$ cat src/rtl/cme_pkg.sv
package cme_pkg;

  typedef enum logic [2:0] {
    ST_IDLE,
    ST_SCAN,
    ST_DEV,
    ST_DRAIN,
    ST_FIN
  } cme_state_t;

  // Strobes from control to datapath. latch and finish are combinational;
  // the others travel one cycle behind the addresses, aligned with RAM data.
  typedef struct packed {
    logic latch;
    logic valid;
    logic firstRow;
    logic lastRow;
    logic firstCand;
    logic devMode;
    logic finish;
  } cme_strobe_t;

endpackage

$ cat src/rtl/cme_ctrl.sv
module cme_ctrl
  import cme_pkg::*;
#(
  parameter int BLK   = 8,
  parameter int RANGE = 14,
  parameter int MV_W  = 5,
  parameter int CW    = 6,
  parameter int ROW_W = 3
) (
  input  logic                   clk,
  input  logic                   rstN,
  input  logic                   start,
  output cme_strobe_t            stb,
  output logic signed [MV_W-1:0] candDx,
  output logic signed [MV_W-1:0] candDy,
  output logic [ROW_W-1:0]       curRowAddr,
  output logic [CW-1:0]          refRowAddr,
  output logic [CW-1:0]          refColAddr,
  output logic                   done
);

  localparam int SPAN  = 2 * RANGE;
  localparam int WIN   = BLK + SPAN;
  localparam int IDX_W = $clog2(SPAN + 1);

  cme_state_t       state;
  logic [ROW_W-1:0] row;
  logic [IDX_W-1:0] dxIdx, dyIdx;
  logic             zeroPh;
  logic             doneQ;
  logic             vQ, frQ, lrQ, fcQ, dvQ;

  logic issue, rowLast;
  assign issue   = (state == ST_SCAN) || (state == ST_DEV);
  assign rowLast = (row == ROW_W'(BLK - 1));

  always_ff @(posedge clk or negedge rstN) begin
    if (!rstN) begin
      state  <= ST_IDLE;
      row    <= '0;
      dxIdx  <= '0;
      dyIdx  <= '0;
      zeroPh <= 1'b0;
      doneQ  <= 1'b0;
      vQ     <= 1'b0;
      frQ    <= 1'b0;
      lrQ    <= 1'b0;
      fcQ    <= 1'b0;
      dvQ    <= 1'b0;
      candDx <= '0;
      candDy <= '0;
    end else begin
      doneQ  <= (state == ST_FIN);
      vQ     <= issue;
      frQ    <= (row == '0);
      lrQ    <= rowLast;
      fcQ    <= (state == ST_SCAN) && zeroPh;
      dvQ    <= (state == ST_DEV);
      candDx <= MV_W'(dxIdx) - MV_W'(RANGE);
      candDy <= MV_W'(dyIdx) - MV_W'(RANGE);
      case (state)
        ST_IDLE: begin
          if (start) begin
            state  <= ST_SCAN;
            row    <= '0;
            zeroPh <= 1'b1;
            dxIdx  <= IDX_W'(RANGE);
            dyIdx  <= IDX_W'(RANGE);
          end
        end
        ST_SCAN: begin
          row <= row + ROW_W'(1);
          if (rowLast) begin
            row <= '0;
            if (zeroPh) begin
              zeroPh <= 1'b0;
              dxIdx  <= '0;
              dyIdx  <= '0;
            end else if (dxIdx == IDX_W'(SPAN)) begin
              dxIdx <= '0;
              if (dyIdx == IDX_W'(SPAN)) state <= ST_DEV;
              else dyIdx <= dyIdx + IDX_W'(1);
            end else begin
              dxIdx <= dxIdx + IDX_W'(1);
            end
          end
        end
        ST_DEV: begin
          row <= row + ROW_W'(1);
          if (rowLast) begin
            row   <= '0;
            state <= ST_DRAIN;
          end
        end
        ST_DRAIN: state <= ST_FIN;
        default:  state <= ST_IDLE;
      endcase
    end
  end

  always_comb begin
    stb.latch     = (state == ST_IDLE) && start;
    stb.valid     = vQ;
    stb.firstRow  = frQ;
    stb.lastRow   = lrQ;
    stb.firstCand = fcQ;
    stb.devMode   = dvQ;
    stb.finish    = (state == ST_FIN);
  end

  assign curRowAddr = row;
  assign refRowAddr = CW'(dyIdx) + CW'(row);
  assign refColAddr = CW'(dxIdx);
  assign done       = doneQ;

  // completion is a single-cycle pulse
  p_done_pulse_r2: assert property (@(posedge clk) disable iff (!rstN)
    done |=> !done);

  // every issued reference read stays inside the search window
  p_ref_window_r3: assert property (@(posedge clk) disable iff (!rstN)
    issue |-> (refRowAddr <= CW'(WIN - 1)) && (refColAddr <= CW'(SPAN)));

endmodule

$ cat src/rtl/cme_dp.sv
module cme_dp
  import cme_pkg::*;
#(
  parameter int BLK   = 8,
  parameter int PIX_W = 8,
  parameter int SAD_W = 14,
  parameter int MV_W  = 5,
  parameter int RANGE = 14
) (
  input  logic                   clk,
  input  logic                   rstN,
  input  cme_strobe_t            stb,
  input  logic signed [MV_W-1:0] candDx,
  input  logic signed [MV_W-1:0] candDy,
  input  logic [BLK*PIX_W-1:0]   curRowData,
  input  logic [BLK*PIX_W-1:0]   refRowData,
  input  logic [SAD_W-1:0]       nbSadLeft,
  input  logic [SAD_W-1:0]       nbSadUp,
  input  logic [SAD_W-1:0]       nbSadUpRight,
  input  logic [2:0]             nbValid,
  input  logic [SAD_W-1:0]       intraBias,
  output logic signed [MV_W-1:0] mvX,
  output logic signed [MV_W-1:0] mvY,
  output logic [SAD_W-1:0]       minSad,
  output logic                   intraFlag,
  output logic                   skipFine
);

  localparam int ROW_SUM_W = PIX_W + $clog2(BLK);
  localparam int CNT_LOG   = $clog2(BLK * BLK);

  logic [PIX_W-1:0]     absd  [BLK];
  logic [PIX_W-1:0]     curPx [BLK];
  logic [PIX_W-1:0]     meanQ;
  logic [ROW_SUM_W-1:0] rowSad, rowCur;
  logic [SAD_W-1:0]     acc, accNext, curSum, curSumNext, devSum, bestSad;
  logic signed [MV_W-1:0] bestDx, bestDy;
  logic [SAD_W-1:0]     nbL, nbU, nbUR, biasQ;
  logic [2:0]           nbValidQ;
  logic [SAD_W-1:0]     effL, effU, effUR, nbMax;

  // Processing elements: one absolute difference per lane per cycle
  for (genvar k = 0; k < BLK; k++) begin : g_pe
    logic [PIX_W-1:0] opnd;
    assign curPx[k] = curRowData[k*PIX_W +: PIX_W];
    assign opnd     = stb.devMode ? meanQ : refRowData[k*PIX_W +: PIX_W];
    assign absd[k]  = (curPx[k] >= opnd) ? (curPx[k] - opnd) : (opnd - curPx[k]);
  end

  always_comb begin
    rowSad = '0;
    rowCur = '0;
    for (int k = 0; k < BLK; k++) begin
      rowSad = rowSad + ROW_SUM_W'(absd[k]);
      rowCur = rowCur + ROW_SUM_W'(curPx[k]);
    end
  end

  assign accNext    = stb.firstRow ? SAD_W'(rowSad) : acc + SAD_W'(rowSad);
  assign curSumNext = stb.firstRow ? SAD_W'(rowCur) : curSum + SAD_W'(rowCur);

  assign effL  = nbValidQ[0] ? nbL  : '1;
  assign effU  = nbValidQ[1] ? nbU  : '1;
  assign effUR = nbValidQ[2] ? nbUR : '1;

  always_comb begin
    nbMax = effL;
    if (effU > nbMax)  nbMax = effU;
    if (effUR > nbMax) nbMax = effUR;
  end

  always_ff @(posedge clk or negedge rstN) begin
    if (!rstN) begin
      acc       <= '0;
      curSum    <= '0;
      meanQ     <= '0;
      devSum    <= '0;
      bestSad   <= '0;
      bestDx    <= '0;
      bestDy    <= '0;
      nbL       <= '0;
      nbU       <= '0;
      nbUR      <= '0;
      nbValidQ  <= '0;
      biasQ     <= '0;
      mvX       <= '0;
      mvY       <= '0;
      minSad    <= '0;
      intraFlag <= 1'b0;
      skipFine  <= 1'b0;
    end else begin
      if (stb.latch) begin
        nbL      <= nbSadLeft;
        nbU      <= nbSadUp;
        nbUR     <= nbSadUpRight;
        nbValidQ <= nbValid;
        biasQ    <= intraBias;
      end
      if (stb.valid) begin
        acc <= accNext;
        if (stb.firstCand) begin
          curSum <= curSumNext;
          if (stb.lastRow) meanQ <= PIX_W'(curSumNext >> CNT_LOG);
        end
        if (stb.lastRow && !stb.devMode && (stb.firstCand || accNext < bestSad)) begin
          bestSad <= accNext;
          bestDx  <= candDx;
          bestDy  <= candDy;
        end
        if (stb.lastRow && stb.devMode) devSum <= accNext;
      end
      if (stb.finish) begin
        mvX       <= bestDx;
        mvY       <= bestDy;
        minSad    <= bestSad;
        intraFlag <= ({1'b0, devSum} + {1'b0, biasQ}) < {1'b0, bestSad};
        skipFine  <= (bestSad <= nbMax);
      end
    end
  end

  // reported vector never leaves the search range
  p_mv_range_r4: assert property (@(posedge clk) disable iff (!rstN)
    (mvX <= $signed(MV_W'(RANGE))) && (mvX >= -$signed(MV_W'(RANGE))) &&
    (mvY <= $signed(MV_W'(RANGE))) && (mvY >= -$signed(MV_W'(RANGE))));

  // a missing neighbour always permits skipping the fine search
  p_skip_edge_r6: assert property (@(posedge clk) disable iff (!rstN)
    ($past(stb.finish) && !(&nbValidQ)) |-> skipFine);

  // intra can only be chosen when the best SAD exceeds the bias
  p_intra_bias_r5: assert property (@(posedge clk) disable iff (!rstN)
    $past(stb.finish) |-> (!intraFlag || (minSad > biasQ)));

endmodule

$ cat src/rtl/cme_coarse.sv
module cme_coarse
  import cme_pkg::*;
#(
  parameter int BLK   = 8,
  parameter int RANGE = 14,
  parameter int PIX_W = 8
) (
  input  logic                                         clk,
  input  logic                                         rstN,
  input  logic                                         start,
  input  logic [PIX_W+$clog2(BLK*BLK)-1:0]             nbSadLeft,
  input  logic [PIX_W+$clog2(BLK*BLK)-1:0]             nbSadUp,
  input  logic [PIX_W+$clog2(BLK*BLK)-1:0]             nbSadUpRight,
  input  logic [2:0]                                   nbValid,
  input  logic [PIX_W+$clog2(BLK*BLK)-1:0]             intraBias,
  output logic [$clog2(BLK)-1:0]                       curRowAddr,
  input  logic [BLK*PIX_W-1:0]                         curRowData,
  output logic [$clog2(BLK+2*RANGE)-1:0]               refRowAddr,
  output logic [$clog2(BLK+2*RANGE)-1:0]               refColAddr,
  input  logic [BLK*PIX_W-1:0]                         refRowData,
  output logic                                         done,
  output logic signed [$clog2(RANGE+1):0]              mvX,
  output logic signed [$clog2(RANGE+1):0]              mvY,
  output logic [PIX_W+$clog2(BLK*BLK)-1:0]             minSad,
  output logic                                         intraFlag,
  output logic                                         skipFine
);

  localparam int SAD_W = PIX_W + $clog2(BLK * BLK);
  localparam int MV_W  = $clog2(RANGE + 1) + 1;
  localparam int WIN   = BLK + 2 * RANGE;
  localparam int CW    = $clog2(WIN);
  localparam int ROW_W = $clog2(BLK);

  cme_strobe_t            stb;
  logic signed [MV_W-1:0] candDx, candDy;

  cme_ctrl #(
    .BLK(BLK), .RANGE(RANGE), .MV_W(MV_W), .CW(CW), .ROW_W(ROW_W)
  ) ctrl_i (
    .clk(clk), .rstN(rstN), .start(start), .stb(stb),
    .candDx(candDx), .candDy(candDy),
    .curRowAddr(curRowAddr), .refRowAddr(refRowAddr), .refColAddr(refColAddr),
    .done(done)
  );

  cme_dp #(
    .BLK(BLK), .PIX_W(PIX_W), .SAD_W(SAD_W), .MV_W(MV_W), .RANGE(RANGE)
  ) dp_i (
    .clk(clk), .rstN(rstN), .stb(stb), .candDx(candDx), .candDy(candDy),
    .curRowData(curRowData), .refRowData(refRowData),
    .nbSadLeft(nbSadLeft), .nbSadUp(nbSadUp), .nbSadUpRight(nbSadUpRight),
    .nbValid(nbValid), .intraBias(intraBias),
    .mvX(mvX), .mvY(mvY), .minSad(minSad), .intraFlag(intraFlag), .skipFine(skipFine)
  );

  // results move only together with the done pulse
  p_hold_r8: assert property (@(posedge clk) disable iff (!rstN)
    !done |-> ($stable(minSad) && $stable(mvX) && $stable(mvY) &&
               $stable(intraFlag) && $stable(skipFine)));

endmodule

$ cat config.mk
export PLATFORM = sky130hd
export DESIGN_NAME = cme_coarse
export DESIGN_NICKNAME = d
export VERILOG_FILES = /design/src/rtl/cme_pkg.sv /design/src/rtl/cme_ctrl.sv /design/src/rtl/cme_dp.sv /design/src/rtl/cme_coarse.sv
export SDC_FILE = /design/constraint.sdc
export NUM_CORES = 1
export LEC_CHECK = 0
export CAP_MARGIN = 20
export CORE_MARGIN = 1
export CORE_UTILIZATION = 63
export CTS_CLUSTER_DIAMETER = 200
export CTS_CLUSTER_SIZE = 10
export DETAILED_ROUTE_END_ITERATION = 8
export PLACE_DENSITY = 0.94
export SLEW_MARGIN = 20
export SYNTH_ARGS = -nofsm -noshare
export SYNTH_HDL_FRONTEND = slang
export SYNTH_SLANG_ARGS = --single-unit
$ cat constraint.sdc
create_clock -name clk -period 20.9 [get_ports clk]
set_input_delay 4.18 -clock clk [delete_from_list [all_inputs] [get_ports clk]]
set_output_delay 4.18 -clock clk [all_outputs]
set_load 0.005 [all_outputs]
==> flow_summary.yaml <==
status:
  status: "complete, no violations"
floorplanning:
  die-area_um2: 32900
  dieHeight_um: 181
  die_x_um: 181
  placementRows: 65
  core_area_um2: 31600
  start_util: 0.641
  ios: 232
route:
  drt_iter0_markers: 1735
  wl_mm: 61.7
  wire_per_inst_um: 21.5
  detail-route-antenna-nets: 0
  drt-pass1-iter-count: 5
  drc: 0
  vias: 18300
  viasPerCell: 6.39
critical_path:
  worstSetupEndpointType: "flop"
  crit_path_start: "refRowData[0]"
  cp.arrival_ns: 15.59
  start_kind: "input pin"
  slowest_delay_ns: 0.60
  r2r_start: "ctrl_i.dvQ"
  path_class: "in -> reg"
  slowest_stage: "a41oi_4"
  required_ns: 21.24
  cp_max_fo: 13
  cpMostUsedCell: "inv_1"
clocking:
  cts_tree: "built"
  h-tree-depth: 4
  hold_buffers: 0
  ctsRootBufferMaster: "clkbuf_16"
  ctsResizeCount: 0
  clk_latency_ns: 0.45
  cts_sinks: 192
  postCtsSetupBuffers: 0
  numCtsBuffers: 17
  clock_path_buffers: 2
  cts.reportedPaths.clkPinSlew_ns: 0.09
yosys:
  syn-num-nets: 2848
  dominantRegCellSynth: "dfrtp_1"
  synth_edf_count: 0
  muxShareOfSynthArea: 0.0907
  synth_xor_area_frac: 0.0466
  synth.ff_latch_count: 192
  syn_area_um2: 20300
  synth-async-reset-ratio: 1.00
  avgSynthCellArea_um2: 8.91
  ys_seq_area_frac: 0.237
  synth_top_family_by_area: "adder cells"
  synth_cells: 2278
  synth_compound_area_frac: 0.171
  synthSimpleGateAreaFrac: 0.114
  synth_fa_ha_area_frac: 0.271
  ys_types: 66
  ys_warn_count: 0
global_route:
  antenna_found_initial: 6
  grt_pass1_wl_mm: 97.3
  grt_pass1_vias: 18800
  grt_max_degree: 112
  overflow: 0
  track_usage: 0.375
worst_hold_path:
  hold_path.startpoint: "dp_i.meanQ[2]"
  hold_class: "reg -> reg"
timing:
  fmax_mhz: 65.6
  worst_pin_slew_ns: 0.970
  slew_headroom: 0.353
  tns_ns: 0
  post-route-period-util: 0.730
  hold_viol_final: 0
  setup_violations: 0
  rsz0062_at_grt: "false"
  maxSlewViolCount: 0
  fin_skew_ns: 0.0187
  period_needed_ns: 15.25
cells_and_area:
  area_growth_pct: 15.9
  final_cell_mix: "inv_1 (284), ha_1 (282), clkdlybuf4s50_1 (229)"
  final_common_cell: "inv_1"
  final_cell_area_um2: 23500
  postLayoutCoreUtil: 0.744
  nNetsFinal: 3023
  drive_gt1_frac: 0.0616
placed_design:
  place_hpwl_mm: 46.1
  numPortBuffers: 230
  place.gp.congestion: 1.01
  placed_cell_area_um2: 22800
flow_run:
  max-cap-violations: 0
==> area by class of cell <==
| class | count | area (µm²) |
|---|---|---|
| Antenna cell | 1 | 2.50 |
| Clock buffer | 17 | 425 |
| Clock inverter | 15 | 214 |
| Fill cell | 2018 | 8110 |
| Inverter | 285 | 1070 |
| Multi-Input combinational cell | 1715 | 14100 |
| Sequential cell | 192 | 4810 |
| Tap cell | 402 | 503 |
| Timing Repair Buffer | 242 | 2440 |
==> state kept, by name, indices dropped and copies added, names as in the netlist, 8 cells and up <==
name	cells
dp_i.nbUR	14
dp_i.curSum	14
dp_i.devSum	14
dp_i.nbL	14
dp_i.acc	14
dp_i.bestSad	14
dp_i.nbU	14
dp_i.minSad	14
dp_i.meanQ	8
dp_i.biasQ	14
==> cells by family after synthesis <==
group	after synthesis
mux	168
flops	192
xor+xnor	108
buf+inv	371
compound gates	575
other cells	1
fa+ha+maj	380
simple gates	483
==> worst max-delay path, delay by kind of cell <==
family                   cells  cell delay (ns)
AO/OA/AOI/OAI               13             3.26
XOR/XNOR                     3             0.70
adder cells (fa/ha/maj)     10             4.03
AND/OR/NAND/NOR             10             1.63
buffers and inverters        8             1.07
multiplexers                 2             0.73
==> synth_stat cells (22+ instances only) <==
cell type	instances	area share
o21ai_0	155	0.038
nand2_1	129	0.024
fa_1	98	0.097
dfrtp_1	192	0.24
a21oi_1	210	0.052
a21o_1	56	0.021
xor2_1	49	0.021
nor2b_1	67	0.021
nor2_1	131	0.024
clkbuf_1	72	0.013
nand3_1	36	0.0089
xnor2_1	59	0.025
nand2b_1	27	0.0083
ha_1	282	0.17
mux2_2	87	0.048
nor3_1	33	0.0081
o31ai_1	25	0.0092
inv_1	285	0.053
mux2i_1	71	0.035
nand4_1	22	0.0068
==> metrics by stage <==
stage / cells / hold WS (ns) / worst slack, ns
after CTS: 2866 / 0.480 / 5.70
after floorplan: 2278 / 0.433 / 7.57
after global routing: 2868 / 0.494 / 5.19
after detailed placement: 2834 / 0.463 / 5.51
final: 2869 / 0.484 / 5.65
after global placement: 2834 / 0.447 / 6.01
==> path summary, 6_finish.rpt <==
path	depth (start not counted)	slack, ns	end
worst max-delay path	46	5.65	dp_i.bestDx[2]
worst min-delay path	2	0.48	dp_i.meanQ[2]
worst max register to register	47	8.39	dp_i.bestDx[2]
worst min register to register	2	0.48	dp_i.meanQ[2]
max in group asynchronous	2	16.21	dp_i.bestSad[0]
min in group asynchronous	1	3.62	dp_i.nbU[3]
==> metal layers <==
layer / global-route usage / routed length [µm] / up-vias
met3: 0.0728 / 5290 / 303
li1: - / - / 8198
met4: 0.228 / 4180 / 10
met5: 0 / 69 / -
met2: 0.644 / 29600 / 1114
met1: 0.434 / 22600 / 8703
Power is left out: the tool's default activity adds up to more than one toggle a clock period on the data nets, which glitch-free logic cannot reach.
